## config.mk

```make
export PLATFORM = sky130hd
export DESIGN_NAME = spim20_master
export DESIGN_NICKNAME = d
export VERILOG_FILES = /design/src/rtl/spim20_pkg.sv /design/src/rtl/spim20_shift.sv /design/src/rtl/spim20_seq.sv /design/src/rtl/spim20_regs.sv /design/src/rtl/spim20_master.sv
export SDC_FILE = /design/constraint.sdc
export NUM_CORES = 1
export LEC_CHECK = 0
export CORE_ASPECT_RATIO = 2
export CORE_UTILIZATION = 31
export CTS_BUF_LIST = sky130_fd_sc_hd__clkbuf_2
export DETAILED_ROUTE_END_ITERATION = 8
export PLACE_DENSITY_LB_ADDON = 0.08
export SYNTH_ARGS = -nofsm -noshare
export SYNTH_HDL_FRONTEND = slang
export SYNTH_HIERARCHICAL = 1
export SYNTH_SLANG_ARGS = --single-unit
export TNS_END_PERCENT = 5
```

## constraint.sdc

```tcl
create_clock -name clk -period 5.8 [get_ports clk]
set_input_delay 0.87 -clock clk [delete_from_list [all_inputs] [get_ports clk]]
set_output_delay 0.87 -clock clk [all_outputs]
set_load 0.01 [all_outputs]
```

## src/rtl/spim20_pkg.sv

```systemverilog
package spim20_pkg;
  localparam int DATA_REGS = 4;
  localparam int IDX_W     = 4;

  typedef struct packed {
    logic       ok;
    logic       addr;
    logic       dummy;
    logic [2:0] n_wr;
    logic [2:0] n_rd;
  } shape_t;

  function automatic shape_t decode_shape(input logic [3:0] code);
    shape_t s;
    s = '0;
    case (code)
      4'h1: s.ok = 1'b1;
      4'h2: begin s.ok = 1'b1; s.n_wr = 3'd1; end
      4'h3: begin s.ok = 1'b1; s.n_rd = 3'd2; end
      4'h4: begin s.ok = 1'b1; s.addr = 1'b1; end
      4'h5: begin s.ok = 1'b1; s.addr = 1'b1; s.n_wr = 3'd1; end
      4'h6: begin s.ok = 1'b1; s.addr = 1'b1; s.n_wr = 3'd4; end
      4'h7: begin s.ok = 1'b1; s.addr = 1'b1; s.dummy = 1'b1; s.n_rd = 3'd4; end
      4'h8, 4'h9, 4'hA, 4'hB: begin
        s.ok   = 1'b1;
        s.addr = 1'b1;
        s.n_rd = 3'(code - 4'h7);
      end
      default: s = '0;
    endcase
    return s;
  endfunction
endpackage

```

## src/rtl/spim20_shift.sv

```systemverilog
module spim20_shift #(
  parameter int HALF_DIV = 2
) (
  input  logic       clk,
  input  logic       rst_n,
  input  logic       start,
  input  logic [7:0] tx_byte,
  input  logic       miso,
  output logic       sck,
  output logic       mosi,
  output logic       done,
  output logic [7:0] rx_byte
);
  localparam int DIV_W = (HALF_DIV > 1) ? $clog2(HALF_DIV) : 1;
  localparam logic [DIV_W-1:0] DIV_LAST = DIV_W'(HALF_DIV - 1);

  logic             active;
  logic [2:0]       bit_cnt;
  logic [DIV_W-1:0] div_cnt;
  logic [7:0]       tx_sh;
  logic [7:0]       rx_sh;

  always_ff @(posedge clk or negedge rst_n) begin
    if (!rst_n) begin
      active  <= 1'b0;
      bit_cnt <= '0;
      div_cnt <= '0;
      tx_sh   <= '0;
      rx_sh   <= '0;
      sck     <= 1'b0;
      done    <= 1'b0;
    end else begin
      done <= 1'b0;
      if (start && !active) begin
        active  <= 1'b1;
        tx_sh   <= tx_byte;
        bit_cnt <= '0;
        div_cnt <= '0;
        sck     <= 1'b0;
      end else if (active) begin
        if (div_cnt == DIV_LAST) begin
          div_cnt <= '0;
          if (!sck) begin
            sck   <= 1'b1;
            rx_sh <= {rx_sh[6:0], miso};
          end else begin
            sck <= 1'b0;
            if (bit_cnt == 3'd7) begin
              active <= 1'b0;
              done   <= 1'b1;
            end else begin
              bit_cnt <= bit_cnt + 3'd1;
              tx_sh   <= {tx_sh[6:0], 1'b0};
            end
          end
        end else begin
          div_cnt <= div_cnt + 1'b1;
        end
      end
    end
  end

  assign mosi    = tx_sh[7];
  assign rx_byte = rx_sh;
endmodule

```

## src/rtl/spim20_seq.sv

```systemverilog
module spim20_seq
  import spim20_pkg::*;
(
  input  logic                   clk,
  input  logic                   rst_n,
  input  logic                   launch,
  input  logic [7:0]             launch_mode,
  input  logic [7:0]             opcode,
  input  logic [7:0]             addr_mid,
  input  logic [7:0]             addr_lo,
  input  logic [8*DATA_REGS-1:0] wr_bytes,
  input  logic                   xfer_done,
  input  logic [7:0]             rx_byte,
  output logic                   busy,
  output logic                   cs_n,
  output logic                   xfer_start,
  output logic [7:0]             tx_byte,
  output logic                   rx_we,
  output logic [1:0]             rx_idx,
  output logic [7:0]             rx_data
);
  typedef enum logic [1:0] {S_IDLE, S_ISSUE, S_WAIT} st_t;

  st_t              state;
  shape_t           sh;
  logic [3:0]       hi_nib;
  logic [IDX_W-1:0] idx;
  logic [IDX_W-1:0] wr_base, rd_start, total, wr_off;

  always_comb begin
    wr_base  = sh.addr ? IDX_W'(4) : IDX_W'(1);
    rd_start = wr_base + IDX_W'(sh.n_wr) + IDX_W'(sh.dummy);
    total    = rd_start + IDX_W'(sh.n_rd);
    wr_off   = idx - wr_base;
  end

  always_comb begin
    tx_byte = 8'h00;
    if (idx == '0) begin
      tx_byte = opcode;
    end else if (sh.addr && idx == IDX_W'(1)) begin
      tx_byte = {4'b0000, hi_nib};
    end else if (sh.addr && idx == IDX_W'(2)) begin
      tx_byte = addr_mid;
    end else if (sh.addr && idx == IDX_W'(3)) begin
      tx_byte = addr_lo;
    end else if (idx >= wr_base && wr_off < IDX_W'(sh.n_wr)) begin
      tx_byte = wr_bytes[8*wr_off[1:0] +: 8];
    end
  end

  always_ff @(posedge clk or negedge rst_n) begin
    if (!rst_n) begin
      state  <= S_IDLE;
      sh     <= '0;
      hi_nib <= '0;
      idx    <= '0;
      cs_n   <= 1'b1;
    end else begin
      case (state)
        S_IDLE: if (launch) begin
          sh     <= decode_shape(launch_mode[7:4]);
          hi_nib <= launch_mode[3:0];
          idx    <= '0;
          cs_n   <= 1'b0;
          state  <= S_ISSUE;
        end
        S_ISSUE: state <= S_WAIT;
        S_WAIT: if (xfer_done) begin
          if (idx == total - IDX_W'(1)) begin
            cs_n  <= 1'b1;
            state <= S_IDLE;
          end else begin
            idx   <= idx + IDX_W'(1);
            state <= S_ISSUE;
          end
        end
        default: state <= S_IDLE;
      endcase
    end
  end

  assign busy       = (state != S_IDLE);
  assign xfer_start = (state == S_ISSUE);
  assign rx_we      = (state == S_WAIT) && xfer_done && (idx >= rd_start);
  assign rx_idx     = 2'(idx - rd_start);
  assign rx_data    = rx_byte;
endmodule

```

## src/rtl/spim20_regs.sv

```systemverilog
module spim20_regs
  import spim20_pkg::*;
(
  input  logic                   clk,
  input  logic                   rst_n,
  input  logic                   wr,
  input  logic [2:0]             addr,
  input  logic [7:0]             wdata,
  output logic [7:0]             rdata,
  input  logic                   busy,
  input  logic                   rx_we,
  input  logic [1:0]             rx_idx,
  input  logic [7:0]             rx_data,
  output logic [7:0]             opcode,
  output logic [7:0]             addr_mid,
  output logic [7:0]             addr_lo,
  output logic [8*DATA_REGS-1:0] wr_bytes,
  output logic                   launch
);
  logic [7:0] mode_q;
  logic       wr_ok;
  shape_t     req_shape;

  assign wr_ok     = wr && !busy;
  assign req_shape = decode_shape(wdata[7:4]);
  assign launch    = wr_ok && (addr == 3'd1) && req_shape.ok;

  always_ff @(posedge clk or negedge rst_n) begin
    if (!rst_n) begin
      opcode   <= '0;
      addr_mid <= '0;
      addr_lo  <= '0;
      mode_q   <= '0;
    end else if (wr_ok) begin
      case (addr)
        3'd0: opcode   <= wdata;
        3'd1: if (req_shape.ok) mode_q <= wdata;
        3'd2: addr_mid <= wdata;
        3'd3: addr_lo  <= wdata;
        default: ;
      endcase
    end
  end

  for (genvar g = 0; g < DATA_REGS; g++) begin : g_data
    always_ff @(posedge clk or negedge rst_n) begin
      if (!rst_n) begin
        wr_bytes[8*g +: 8] <= '0;
      end else if (rx_we && rx_idx == 2'(g)) begin
        wr_bytes[8*g +: 8] <= rx_data;
      end else if (wr_ok && addr == 3'(4 + g)) begin
        wr_bytes[8*g +: 8] <= wdata;
      end
    end
  end

  always_comb begin
    case (addr)
      3'd0:    rdata = opcode;
      3'd1:    rdata = mode_q;
      3'd2:    rdata = addr_mid;
      3'd3:    rdata = addr_lo;
      default: rdata = wr_bytes[8*(addr[1:0]) +: 8];
    endcase
  end
endmodule

```

## src/rtl/spim20_master.sv

```systemverilog
module spim20_master
  import spim20_pkg::*;
#(
  parameter int HALF_DIV = 2
) (
  input  logic       clk,
  input  logic       rst_n,
  input  logic       reg_wr,
  input  logic [2:0] reg_addr,
  input  logic [7:0] reg_wdata,
  output logic [7:0] reg_rdata,
  output logic       busy,
  output logic       spi_sck,
  output logic       spi_cs_n,
  output logic       spi_mosi,
  input  logic       spi_miso
);
  logic [7:0]             opcode, addr_mid, addr_lo, tx_byte, rx_byte, rx_data;
  logic [8*DATA_REGS-1:0] wr_bytes;
  logic                   launch, xfer_start, xfer_done, rx_we;
  logic [1:0]             rx_idx;

  spim20_regs u_regs (
    .clk(clk), .rst_n(rst_n), .wr(reg_wr), .addr(reg_addr), .wdata(reg_wdata),
    .rdata(reg_rdata), .busy(busy), .rx_we(rx_we), .rx_idx(rx_idx),
    .rx_data(rx_data), .opcode(opcode), .addr_mid(addr_mid), .addr_lo(addr_lo),
    .wr_bytes(wr_bytes), .launch(launch)
  );

  spim20_seq u_seq (
    .clk(clk), .rst_n(rst_n), .launch(launch), .launch_mode(reg_wdata),
    .opcode(opcode), .addr_mid(addr_mid), .addr_lo(addr_lo), .wr_bytes(wr_bytes),
    .xfer_done(xfer_done), .rx_byte(rx_byte), .busy(busy), .cs_n(spi_cs_n),
    .xfer_start(xfer_start), .tx_byte(tx_byte), .rx_we(rx_we), .rx_idx(rx_idx),
    .rx_data(rx_data)
  );

  spim20_shift #(.HALF_DIV(HALF_DIV)) u_shift (
    .clk(clk), .rst_n(rst_n), .start(xfer_start), .tx_byte(tx_byte),
    .miso(spi_miso), .sck(spi_sck), .mosi(spi_mosi), .done(xfer_done),
    .rx_byte(rx_byte)
  );
endmodule

```

==> impl_metrics.yaml <==
routing:
  drt-initial-drc-count: 244
  wl_um: 19250
  dr_total_vias: 4775
  drc_errors: 0
  viasPerCell: 5.501
  wl_per_cell_um: 22.18
  drt_pass1_iterations: 5
  final_antenna_net_count: 0
sta:
  slew-limit-headroom_pct: 23.72
  whs_ns: 0.1274
  min_period_over_period_pct: 70.38
  fmax_mhz: 245.0
  min_period_ns: 4.082
  rsz0062_at_grt: "no"
  slew_viol_final: 0
  finalWorstSetupSlack_ns: 1.718
  worst_slew_pin_slew_ns: 1.142
  setup_viol: 0
  clock_skew_ns: 0.06125
  finalHoldViolCount: 0
  fin_setup_tns_ns: 0
global_route:
  antenna_found_initial: 1
  grt_max_degree: 64
  grt_pass1_vias: 5057
  grt_pass1_wl_um: 29760
  grt_overflow: 0
  grt_use_total_pct: 19.93
clock_network:
  post_cts_buffers: 0
  cts_made_buffers: 9
  root_buffer: "clkbuf_2"
  clk_latency_ns: 0.71
  hold_buffers: 0
  cts.sinks: 105
  cts_tree: "done"
  clk_path_buf_depth: 2
  clk_pin_slew_worst_paths_ns: 0.35
  ctsResizeCount: 0
  htree_levels: 3
floorplanning:
  fp.coreArea_mm2: 0.01982
  die_h_um: 203.3
  ios: 27
  row_count: 73
  die_x_um: 102.7
  start_util_pct: 31.69
  dieArea_mm2: 0.02087
power:
  swShare_pct: 30.77
  power.switching_uw: 385.2
  leakagePower_uw: 0.002966
  p_comb_share_pct: 9.0
  intPower_uw: 866.7
  p_seq_share_pct: 60.6
  p_per_area_mw_per_mm2: 185.1
  power_frac_clock_pct: 30.4
  vdd_drop_max_mv: 0.08573
critical_path:
  critPathRequiredTime_ns: 4.93
  worst-path-max-fanout: 24
  startpoint_type: "input pin"
  crit_type: "input pin to output pin"
  r2r.worst_path.cells: 12
  arrival_ns: 3.21
  worst_setup_path_end_kind: "output pin"
placed_design:
  gp_congestion: 0.8238
  pre_cts_ws_ns: 1.743
  io_buffers: 26
  dpl.hpwl_um: 14510
synthesis:
  syn_avg_cell_area_um2: 10.40
  yosysUniqueCellTypes: 60
  syn_inst: 604
  seq_area_frac_synth_pct: 41.85
  netlist_area_mm2: 0.006281
  syn_nets: 645
  synth_top_cell_by_area: "dfrtp_1"
  synth-edff-count: 0
  synth_top_area_share_pct: 41.43
  ys.flop_type: "dfrtp_1"
  ys_warn_count: 6
  ys_seq_elements: 105
  synth_area_leaders: "dfrtp_1 (41%), mux4_2 (7.9%), mux2_2 (7.2%)"
  synthArstFlopShare_pct: 100.0
layout:
  area_growth_syn_to_layout_pct: 7.689
  nNetsFinal: 641
  fillCellCount: 1988
  layout-drive-gt1-share_pct: 16.69
flow_run:
  cap_violations: 0
run_status:
  status: "complete, no violations"
worst_hold_path:
  min_path_type: "input pin to async pin"
[state kept, by name, summed over array words and instances (netlist names), 3 cells and up]
name,flops
u_regs/wr_bytes,32
u_regs/addr_lo,8
u_regs/addr_mid,8
u_regs/mode_q,8
u_regs/opcode,8
u_shift/rx_byte,8
u_shift/tx_sh,8
u_seq/sh,7
u_seq/hi_nib,4
u_seq/idx,4
u_shift/bit_cnt,3
[layout make-up]
type	count	area, um2	area share [%]
clock buffers	9	45.04	0.6659
well taps	262	327.8	4.846
multi-input cells	431	3307	48.89
clock inverters	7	78.83	1.165
flip-flops and latches	105	2629	38.86
repair buffers	30	287.8	4.255
inverters	23	86.33	1.276
diodes	1	2.502	0.03700
[metrics by stage]
stage               instance area [um2]  util, %  instances  power [uW]
floorplan                          6281        -        604       822.0
global placement                   6638    33.49        851       883.0
detailed placement                 6638    33.49        851       884.4
CTS                                6761    34.11        867        1271
global route                       6764    34.13        868        1307
finish                             6764    34.13        868        1252
[metal layers]
metal,global-route usage (%),routed length [um],vias to the layer above
li1,-,-,2167
met1,20.36,6920,2409
met2,38.02,10940,147
met3,2.022,551,52
met4,10.77,836,0
met5,0,0,-
[power groups by stage]
stage	registers (uW)	logic [uW]	clock network (uW)
finish	758	113	381
floorplan	761	60.6	0
global placement	769	114	0
global route	761	123	423
detailed placement	769	115	0
CTS	759	115	397
[logic make-up (layout without fill, tap and decap cells)]
family,Yosys count,count (layout),synth area share [%]
AOI/OAI and AO/OA,142,142,13.86
xor gates and xnor gates,11,11,1.773
adders and majority gates,26,26,5.538
buffers and inverters,68,69,5.498
DFF,105,105,41.85
muxes,73,73,17.37
other,0,1,0
and+or+nand+nor,179,179,14.10
[critical path: stages]
cell and delay, ns:
clkdlybuf4s50_1 0.74, inv_1 0.80, nand2_1 0.13, nand2_1 0.11
clkdlybuf4s50_1 0.54
[layout by cell type (no fill, tap or decap), types with 23 or more instances in the layout]
cell type,netlist,routed
clkdlybuf4s50_1,0,25
nand3_1,31,31
ha_1,23,23
dfrtp_1,104,104
o21ai_0,52,52
a31oi_1,39,39
inv_1,23,23
nor2_1,51,51
nand2_1,56,56
mux2_2,40,40
[final timing paths]
| kind | from | end | slack [ns] |
|---|---|---|---|
| max | reg_addr[0] | reg_rdata[3] | 1.72 |
| min | rst_n | u_regs/wr_bytes[10]$_DFFE_PN0P_ | 0.13 |
| max reg2reg | u_seq/sh[7]$_DFFE_PN0P_ | u_regs/wr_bytes[7]$_DFFE_PN0P_ | 2.27 |
| min reg2reg | u_seq/hi_nib[3]$_DFFE_PN0P_ | u_seq/hi_nib[3]$_DFFE_PN0P_ | 0.52 |
| max in group asynchronous | rst_n | u_regs/wr_bytes[21]$_DFFE_PN0P_ | 4.38 |
| min in group clk | u_seq/hi_nib[3]$_DFFE_PN0P_ | u_seq/hi_nib[3]$_DFFE_PN0P_ | 0.52 |
[Yosys cell counts (all sizes together) (2+ instances only)]
library cell  number
dfrtp            104
nand2             57
nor2              52
o21ai             52
mux2              42
a31oi             39
nand3             32
buf               28
mux4              24
ha                23
inv               23
a21oi             21
clkbuf            17
a21o               9
a22o               9
xnor2              8
mux2i              7
nand3b             5
nand2b             4
nor2b              4
nor3               4
nor3b              4
a211oi             3
fa                 3
o31ai              3
xor2               3
and2               2
and4b              2
nand4              2
nor4               2
or2                2
(Power assumes the default switching activity.)
